**src/rtl/chg_det_pkg.sv**
```systemverilog
package chg_det_pkg;
  typedef enum logic [2:0] {
    CHG_NONE  = 3'd0,
    CHG_SDP   = 3'd1,
    CHG_DCP   = 3'd2,
    CHG_CDP   = 3'd3,
    CHG_FLOAT = 3'd4
  } chg_type_e;

  typedef enum logic [2:0] {
    ST_IDLE,
    ST_ENTER,
    ST_CONTACT,
    ST_PRIMARY,
    ST_PRI_GAP,
    ST_SECONDARY,
    ST_RESTORE,
    ST_FINISH
  } seq_state_e;

  typedef struct packed {
    logic suspend;
    logic nondrv;
    logic dm_pd;
    logic dp_isrc;
    logic dp_vsrc;
    logic dm_isink;
    logic dm_vsrc;
    logic dp_isink;
    logic busy;
    logic done;
  } drive_t;
endpackage

```
**src/rtl/chg_ms_timer.sv**
```systemverilog
module chg_ms_timer #(
  parameter int unsigned CNT_W = 7
) (
  input  logic             clk_i,
  input  logic             rst_ni,
  input  logic             clr_i,
  input  logic             tick_i,
  input  logic [CNT_W-1:0] limit_i,
  output logic             expire_o
);
  logic [CNT_W-1:0] cnt_q;

  assign expire_o = tick_i && (cnt_q == limit_i - CNT_W'(1));

  always_ff @(posedge clk_i or negedge rst_ni) begin
    if (!rst_ni)                 cnt_q <= '0;
    else if (clr_i || expire_o)  cnt_q <= '0;
    else if (tick_i)             cnt_q <= cnt_q + CNT_W'(1);
  end
endmodule

```
**src/rtl/chg_seq_fsm.sv**
```systemverilog
module chg_seq_fsm
  import chg_det_pkg::*;
#(
  parameter int unsigned POLL_MS     = 100,
  parameter int unsigned PRI_MS      = 40,
  parameter int unsigned SEC_MS      = 40,
  parameter int unsigned DCD_POLLS   = 6,
  parameter int unsigned PRI_RETRIES = 2,
  parameter int unsigned CNT_W       = 7
) (
  input  logic             clk_i,
  input  logic             rst_ni,
  input  logic             start_i,
  input  logic             contact_i,
  input  logic             cp_det_i,
  input  logic             dcp_det_i,
  input  logic             expire_i,
  output seq_state_e       state_o,
  output logic             timer_clr_o,
  output logic [CNT_W-1:0] limit_o,
  output chg_type_e        chg_type_o
);
  localparam int unsigned POLL_W = $clog2(DCD_POLLS + 1);
  localparam int unsigned TRY_W  = $clog2(PRI_RETRIES + 2);
  localparam logic [CNT_W-1:0]  POLL_LIM  = CNT_W'(POLL_MS);
  localparam logic [CNT_W-1:0]  PRI_LIM   = CNT_W'(PRI_MS);
  localparam logic [CNT_W-1:0]  SEC_LIM   = CNT_W'(SEC_MS);
  localparam logic [POLL_W-1:0] LAST_POLL = POLL_W'(DCD_POLLS - 1);
  localparam logic [TRY_W-1:0]  TRY_LIM   = TRY_W'(PRI_RETRIES);

  seq_state_e        state_q, state_d;
  logic [POLL_W-1:0] poll_q, poll_d;
  logic [TRY_W-1:0]  try_q, try_d;
  logic              tmo_q, tmo_d;
  chg_type_e         type_q, type_d;

  always_comb begin
    state_d = state_q;
    poll_d  = poll_q;
    try_d   = try_q;
    tmo_d   = tmo_q;
    type_d  = type_q;
    unique case (state_q)
      ST_IDLE: if (start_i) begin
        state_d = ST_ENTER;
        type_d  = CHG_NONE;
      end
      ST_ENTER: begin
        state_d = ST_CONTACT;
        poll_d  = '0;
        tmo_d   = 1'b0;
      end
      ST_CONTACT: if (expire_i) begin
        if (contact_i || poll_q == LAST_POLL) begin
          state_d = ST_PRIMARY;
          tmo_d   = (poll_q == LAST_POLL);  // late contact still counts as timeout
          try_d   = '0;
        end else begin
          poll_d = poll_q + POLL_W'(1);
        end
      end
      ST_PRIMARY: if (expire_i) begin
        if (cp_det_i) begin
          state_d = ST_SECONDARY;
        end else if (tmo_q) begin
          state_d = ST_RESTORE;
          type_d  = CHG_FLOAT;
        end else if (try_q == TRY_LIM) begin
          state_d = ST_RESTORE;
          type_d  = CHG_SDP;
        end else begin
          state_d = ST_PRI_GAP;
          try_d   = try_q + TRY_W'(1);
        end
      end
      ST_PRI_GAP: state_d = ST_PRIMARY;
      ST_SECONDARY: if (expire_i) begin
        state_d = ST_RESTORE;
        type_d  = dcp_det_i ? CHG_DCP : CHG_CDP;
      end
      ST_RESTORE: state_d = ST_FINISH;
      ST_FINISH:  state_d = ST_IDLE;
      default:    state_d = ST_IDLE;
    endcase
  end

  always_comb begin
    unique case (state_q)
      ST_PRIMARY:   limit_o = PRI_LIM;
      ST_SECONDARY: limit_o = SEC_LIM;
      default:      limit_o = POLL_LIM;
    endcase
  end

  assign timer_clr_o = (state_d != state_q);
  assign state_o     = state_q;
  assign chg_type_o  = type_q;

  always_ff @(posedge clk_i or negedge rst_ni) begin
    if (!rst_ni) begin
      state_q <= ST_IDLE;
      poll_q  <= '0;
      try_q   <= '0;
      tmo_q   <= 1'b0;
      type_q  <= CHG_NONE;
    end else begin
      state_q <= state_d;
      poll_q  <= poll_d;
      try_q   <= try_d;
      tmo_q   <= tmo_d;
      type_q  <= type_d;
    end
  end
endmodule

```
**src/rtl/chg_drive_decode.sv**
```systemverilog
module chg_drive_decode
  import chg_det_pkg::*;
(
  input  seq_state_e state_i,
  output drive_t     drv_o
);
  always_comb begin
    drv_o = '0;
    unique case (state_i)
      ST_IDLE: ;
      ST_ENTER: begin
        drv_o.suspend = 1'b1; drv_o.nondrv = 1'b1; drv_o.busy = 1'b1;
      end
      ST_CONTACT: begin
        drv_o.suspend = 1'b1; drv_o.nondrv = 1'b1; drv_o.busy = 1'b1;
        drv_o.dm_pd = 1'b1;   drv_o.dp_isrc = 1'b1;
      end
      ST_PRIMARY: begin
        drv_o.suspend = 1'b1; drv_o.nondrv = 1'b1; drv_o.busy = 1'b1;
        drv_o.dp_vsrc = 1'b1; drv_o.dm_isink = 1'b1;
      end
      ST_PRI_GAP: begin
        drv_o.suspend = 1'b1; drv_o.nondrv = 1'b1; drv_o.busy = 1'b1;
      end
      ST_SECONDARY: begin
        drv_o.suspend = 1'b1; drv_o.nondrv = 1'b1; drv_o.busy = 1'b1;
        drv_o.dm_vsrc = 1'b1; drv_o.dp_isink = 1'b1;
      end
      ST_RESTORE: begin
        drv_o.suspend = 1'b1; drv_o.busy = 1'b1;
      end
      ST_FINISH: begin
        drv_o.busy = 1'b1; drv_o.done = 1'b1;
      end
      default: ;
    endcase
  end
endmodule

```
**src/rtl/usb_chg_detect.sv**
```systemverilog
module usb_chg_detect
  import chg_det_pkg::*;
#(
  parameter int unsigned POLL_MS     = 100,
  parameter int unsigned PRI_MS      = 40,
  parameter int unsigned SEC_MS      = 40,
  parameter int unsigned DCD_POLLS   = 6,
  parameter int unsigned PRI_RETRIES = 2
) (
  input  logic       clk_i,
  input  logic       rst_ni,
  input  logic       start_i,
  input  logic       ms_tick_i,
  input  logic       contact_i,
  input  logic       cp_det_i,
  input  logic       dcp_det_i,
  output logic       phy_suspend_o,
  output logic       opmode_nondrv_o,
  output logic       dm_pulldown_en_o,
  output logic       dp_isrc_en_o,
  output logic       dp_vsrc_en_o,
  output logic       dm_isink_en_o,
  output logic       dm_vsrc_en_o,
  output logic       dp_isink_en_o,
  output logic       busy_o,
  output logic       done_o,
  output logic [2:0] chg_type_o
);
  localparam int unsigned MS_MAX = (POLL_MS > PRI_MS)
                                 ? ((POLL_MS > SEC_MS) ? POLL_MS : SEC_MS)
                                 : ((PRI_MS > SEC_MS) ? PRI_MS : SEC_MS);
  localparam int unsigned CNT_W  = $clog2(MS_MAX + 1);

  seq_state_e       state;
  logic             timer_clr, expire;
  logic [CNT_W-1:0] limit;
  chg_type_e        chg_type;
  drive_t           drv;

  chg_ms_timer #(.CNT_W(CNT_W)) i_timer (
    .clk_i    (clk_i),
    .rst_ni   (rst_ni),
    .clr_i    (timer_clr),
    .tick_i   (ms_tick_i),
    .limit_i  (limit),
    .expire_o (expire)
  );

  chg_seq_fsm #(
    .POLL_MS    (POLL_MS),
    .PRI_MS     (PRI_MS),
    .SEC_MS     (SEC_MS),
    .DCD_POLLS  (DCD_POLLS),
    .PRI_RETRIES(PRI_RETRIES),
    .CNT_W      (CNT_W)
  ) i_fsm (
    .clk_i       (clk_i),
    .rst_ni      (rst_ni),
    .start_i     (start_i),
    .contact_i   (contact_i),
    .cp_det_i    (cp_det_i),
    .dcp_det_i   (dcp_det_i),
    .expire_i    (expire),
    .state_o     (state),
    .timer_clr_o (timer_clr),
    .limit_o     (limit),
    .chg_type_o  (chg_type)
  );

  chg_drive_decode i_decode (
    .state_i (state),
    .drv_o   (drv)
  );

  assign phy_suspend_o    = drv.suspend;
  assign opmode_nondrv_o  = drv.nondrv;
  assign dm_pulldown_en_o = drv.dm_pd;
  assign dp_isrc_en_o     = drv.dp_isrc;
  assign dp_vsrc_en_o     = drv.dp_vsrc;
  assign dm_isink_en_o    = drv.dm_isink;
  assign dm_vsrc_en_o     = drv.dm_vsrc;
  assign dp_isink_en_o    = drv.dp_isink;
  assign busy_o           = drv.busy;
  assign done_o           = drv.done;
  assign chg_type_o       = chg_type;
endmodule

```
**config.mk**
```make
export PLATFORM = sky130hd
export DESIGN_NAME = usb_chg_detect
export DESIGN_NICKNAME = d
export VERILOG_FILES = /design/src/rtl/chg_det_pkg.sv /design/src/rtl/chg_ms_timer.sv /design/src/rtl/chg_seq_fsm.sv /design/src/rtl/chg_drive_decode.sv /design/src/rtl/usb_chg_detect.sv
export SDC_FILE = /design/constraint.sdc
export NUM_CORES = 1
export LEC_CHECK = 0
export CAP_MARGIN = 30
export CELL_PAD_IN_SITES_DETAIL_PLACEMENT = 0
export CELL_PAD_IN_SITES_GLOBAL_PLACEMENT = 2
export CORE_UTILIZATION = 35
export CTS_CLUSTER_DIAMETER = 60
export DETAILED_ROUTE_END_ITERATION = 8
export PLACE_DENSITY = 0.83
export SLEW_MARGIN = 5
export SYNTH_ARGS = -nofsm -noshare
export SYNTH_HDL_FRONTEND = slang
export SYNTH_SLANG_ARGS = --single-unit
```
**constraint.sdc**
```tcl
create_clock -name clk_i -period 6.8 [get_ports clk_i]
set_clock_uncertainty 0.15 [all_clocks]
set_input_delay 1.36 -clock clk_i [delete_from_list [all_inputs] [get_ports clk_i]]
set_output_delay 1.36 -clock clk_i [all_outputs]
set_load 0.02 [all_outputs]
```
==> flow_metrics.tcl <==
set metrics [dict create \
    status "completed" \
    final_cells 197 \
    worstSetupPathType "reg -> out" \
    clkLatencyLatePin_ns 0.30 \
    min-delay-start "i_fsm.chg_type_o[0]" \
    leakage_nw 0.612 \
    netlist_instances 138 \
    rows 21 \
    drtPass1Iterations 4 \
    wl_per_cell_um 14.5 \
    yosys_most_used_dff "dfrtp_1" \
    start_kind "register" \
    drc 0 \
    hold_path_class "reg -> reg" \
    worst_slack_ns 2.79 \
    yosysMostFrequentCell "dfrtp_1" \
    syn-num-nets 149 \
    finalSetupTns_ns 0 \
    clk_path_buf_depth 2 \
    use_met1 0.220 \
    synth_top_area_cell "dfrtp_1" \
    die_h_um 62.5 \
    cp.required_ns 5.29 \
    max_stage_delay_ns 0.81 \
    cts_resized 0 \
    gr-total-overflow 0 \
    antenna_found_initial 0 \
    use_met2 0.257 \
    p_seq_frac 0.431 \
    yosysSeqAreaShare 0.371 \
    met3_usage 0.0201 \
    fillers 348 \
    cts_hold_buf 0 \
    async_reset_ff_frac 1.00 \
    dp.cells 192 \
    ys_seq_elements 19 \
    cts_buffers 3 \
    post-dp-hpwl_mm 2.12 \
    grt_pass1_wl_mm 5.06 \
    power.clock.fraction 0.128 \
    htreeDepth 1 \
    port_buffers 19 \
    core_area_mm2 0.00342 \
    io-pin-count 20 \
    dieArea_mm2 0.00391 \
    grt_pass1_vias 1104 \
    critical_path.cell_chain "nor3b_1, clkdlybuf4s50_1" \
    finalHoldViolations 0 \
    grt_max_degree 23 \
    synth_common_cells "19 x dfrtp_1, 12 x nor2_1, 7 x inv_1, 7 x nand2_1, 6 x a21oi_1" \
    fin_crit_sh 0.590 \
    worst_slew_pin_slew_ns 0.848 \
    yosys-top-cells-area "dfrtp_1 37%, ha_1 3.9%, nor2_1 3.5%" \
    cts_root_buf "clkbuf_4" \
    via_count 1068 \
    place.gp.congestion 0.801 \
    drv_slew 0 \
    synth_top_area_frac 0.371 \
    nets 163 \
    holdPathEnd "i_fsm.chg_type_o[0]" \
    dieWidth_um 62.5 \
    comb_power_share 0.442 \
    clk_pin_slew_ns 0.11 \
    syn_avg_cell_area_um2 9.28 \
    start_util 0.375 \
    cap_violations 0 \
    drt_wl_total_mm 2.86 \
    syn-cell-area_mm2 0.00128 \
    crit_path_end_kind "primary output" \
    grt_usage 0.163 \
    synth_cell_type_count 51 \
    grt_setup_unrepaired "no" \
    drive_gt1_frac 0.0861 \
    cts_tree "built" \
    slew_headroom 0.433 \
    yosys_warnings 0 \
    syn_to_final_growth_pct 17.5 \
    power_uw 460 \
    worstReg2RegEnd "i_fsm.state_o[0]" \
    max_freq_mhz 249 \
    cts_setup_buffers 0 \
    critical_path_arrival_ns 2.50 \
    synth_edf_count 0 \
    clkSinkCount 19 \
    viasPerCell 5.42 \
    drtAntennaViolNets 0 \
    dp_slack_ns 3.14 \
    r2r_cells 5 \
    min_path_cells 1 \
    drtIter0Drc 56 \
    irDropWorstVdd_v 0.000117 \
    finalSetupViolCount 0 \
    grt-busiest-layer "met2" \
    r2r_setup_slack_ns 4.20 \
    netSwitchingFraction 0.424 \
    power_density_mw_per_mm2 306 \
    regToRegStartpoint "i_fsm.state_o[0]" \
    num_antenna_cells 0 \
    worst-path-max-fanout 22 \
    slowest_stage "nor3b_1" \
    final.min_clock_period_ns 4.01 \
    intPower_uw 265 \
    p_sw_uw 195 \
]
[state kept, by name, summed over array words and instances (netlist names)]
| name | flops |
|---|---|
| i_fsm.state_o | 3 |
| i_fsm.chg_type_o | 3 |
| i_timer.cnt_q | 7 |
| i_fsm.poll_q | 3 |
| i_fsm.try_q | 2 |
| i_fsm.tmo_q | 1 |
[power by group through the flow]
| stage | registers, mW | clock network (mW) | logic, mW |
|---|---|---|---|
| after floorplan | 0.178 | 0 | 0.166 |
| after global placement | 0.196 | 0 | 0.201 |
| after detailed placement | 0.199 | 0 | 0.204 |
| after CTS | 0.198 | 0.0613 | 0.205 |
| after global routing | 0.205 | 0.0660 | 0.226 |
| final | 0.198 | 0.0588 | 0.203 |
[logic make-up after synthesis]
group | count (synthesis) | synth area share
compound gates | 32 | 0.191
xor+xnor | 7 | 0.0479
fa+ha+maj | 4 | 0.0391
buf+inv | 19 | 0.0742
flops | 19 | 0.371
mux | 5 | 0.0410
simple gates | 52 | 0.235
[routing by layer]
metal  routed length [µm]  share of wire
met1                 1380           0.48
met2                 1310           0.46
met3                  140          0.049
met4                   30          0.010
met5                    0              0
[cells in the final DEF, fill, tap and decap left out, types with 2 or more instances in the layout]
cell             instances
o2bb2ai_1                3
nor2_1                  12
a21oi_1                  6
a31oi_1                  3
and3_1                   2
nand2_1                  7
and2_1                   2
clkbuf_4                 3
o211ai_1                 3
nand4_1                  2
or4_4                    2
clkdlybuf4s50_1         19
a211oi_1                 2
nand3_1                  5
mux2i_1                  3
o31ai_1                  3
ha_1                     4
nor3b_1                  2
nand2b_1                 3
a32oi_1                  2
nor3_1                   4
dfrtp_1                 19
xnor2_1                  3
xor2_1                   4
inv_1                    7
[stage by stage]
| step | hold slack, ns | area [µm²] | utilization |
|---|---|---|---|
| after floorplan | 0.310 | 1280 | - |
| after global placement | 0.327 | 1460 | 0.429 |
| after detailed placement | 0.330 | 1460 | 0.429 |
| after CTS | 0.361 | 1490 | 0.436 |
| after global routing | 0.393 | 1510 | 0.441 |
| final | 0.354 | 1510 | 0.441 |
[worst max path at each step]
stage | start | endpoint | cells past startpoint
floorplan | i_fsm.state_o[1] | dp_isrc_en_o | 3
global placement | i_fsm.state_o[0] | dm_pulldown_en_o | 2
detailed placement | i_fsm.state_o[0] | dp_isrc_en_o | 2
CTS | i_fsm.state_o[0] | dp_isrc_en_o | 2
global route | i_fsm.state_o[0] | dp_isrc_en_o | 2
finish | i_fsm.state_o[0] | dm_pulldown_en_o | 2
[layout make-up]
| cell class | instances | area [µm²] | area share |
|---|---|---|---|
| Multi-Input combinational cell | 100 | 711 | 0.472 |
| Sequential cell | 19 | 475 | 0.316 |
| Timing Repair Buffer | 20 | 205 | 0.136 |
| Tap cell | 46 | 57.6 | 0.0382 |
| Inverter | 8 | 30.0 | 0.0200 |
| Clock buffer | 4 | 26.3 | 0.0175 |
[critical path: cells and delay by family (launching register included)]
kind | cells | cell delay (ns)
simple gates | 1 | 0.81
buf+inv | 1 | 0.74
flops | 1 | 0.65
Note: power is estimated with default switching activity, not from simulation.
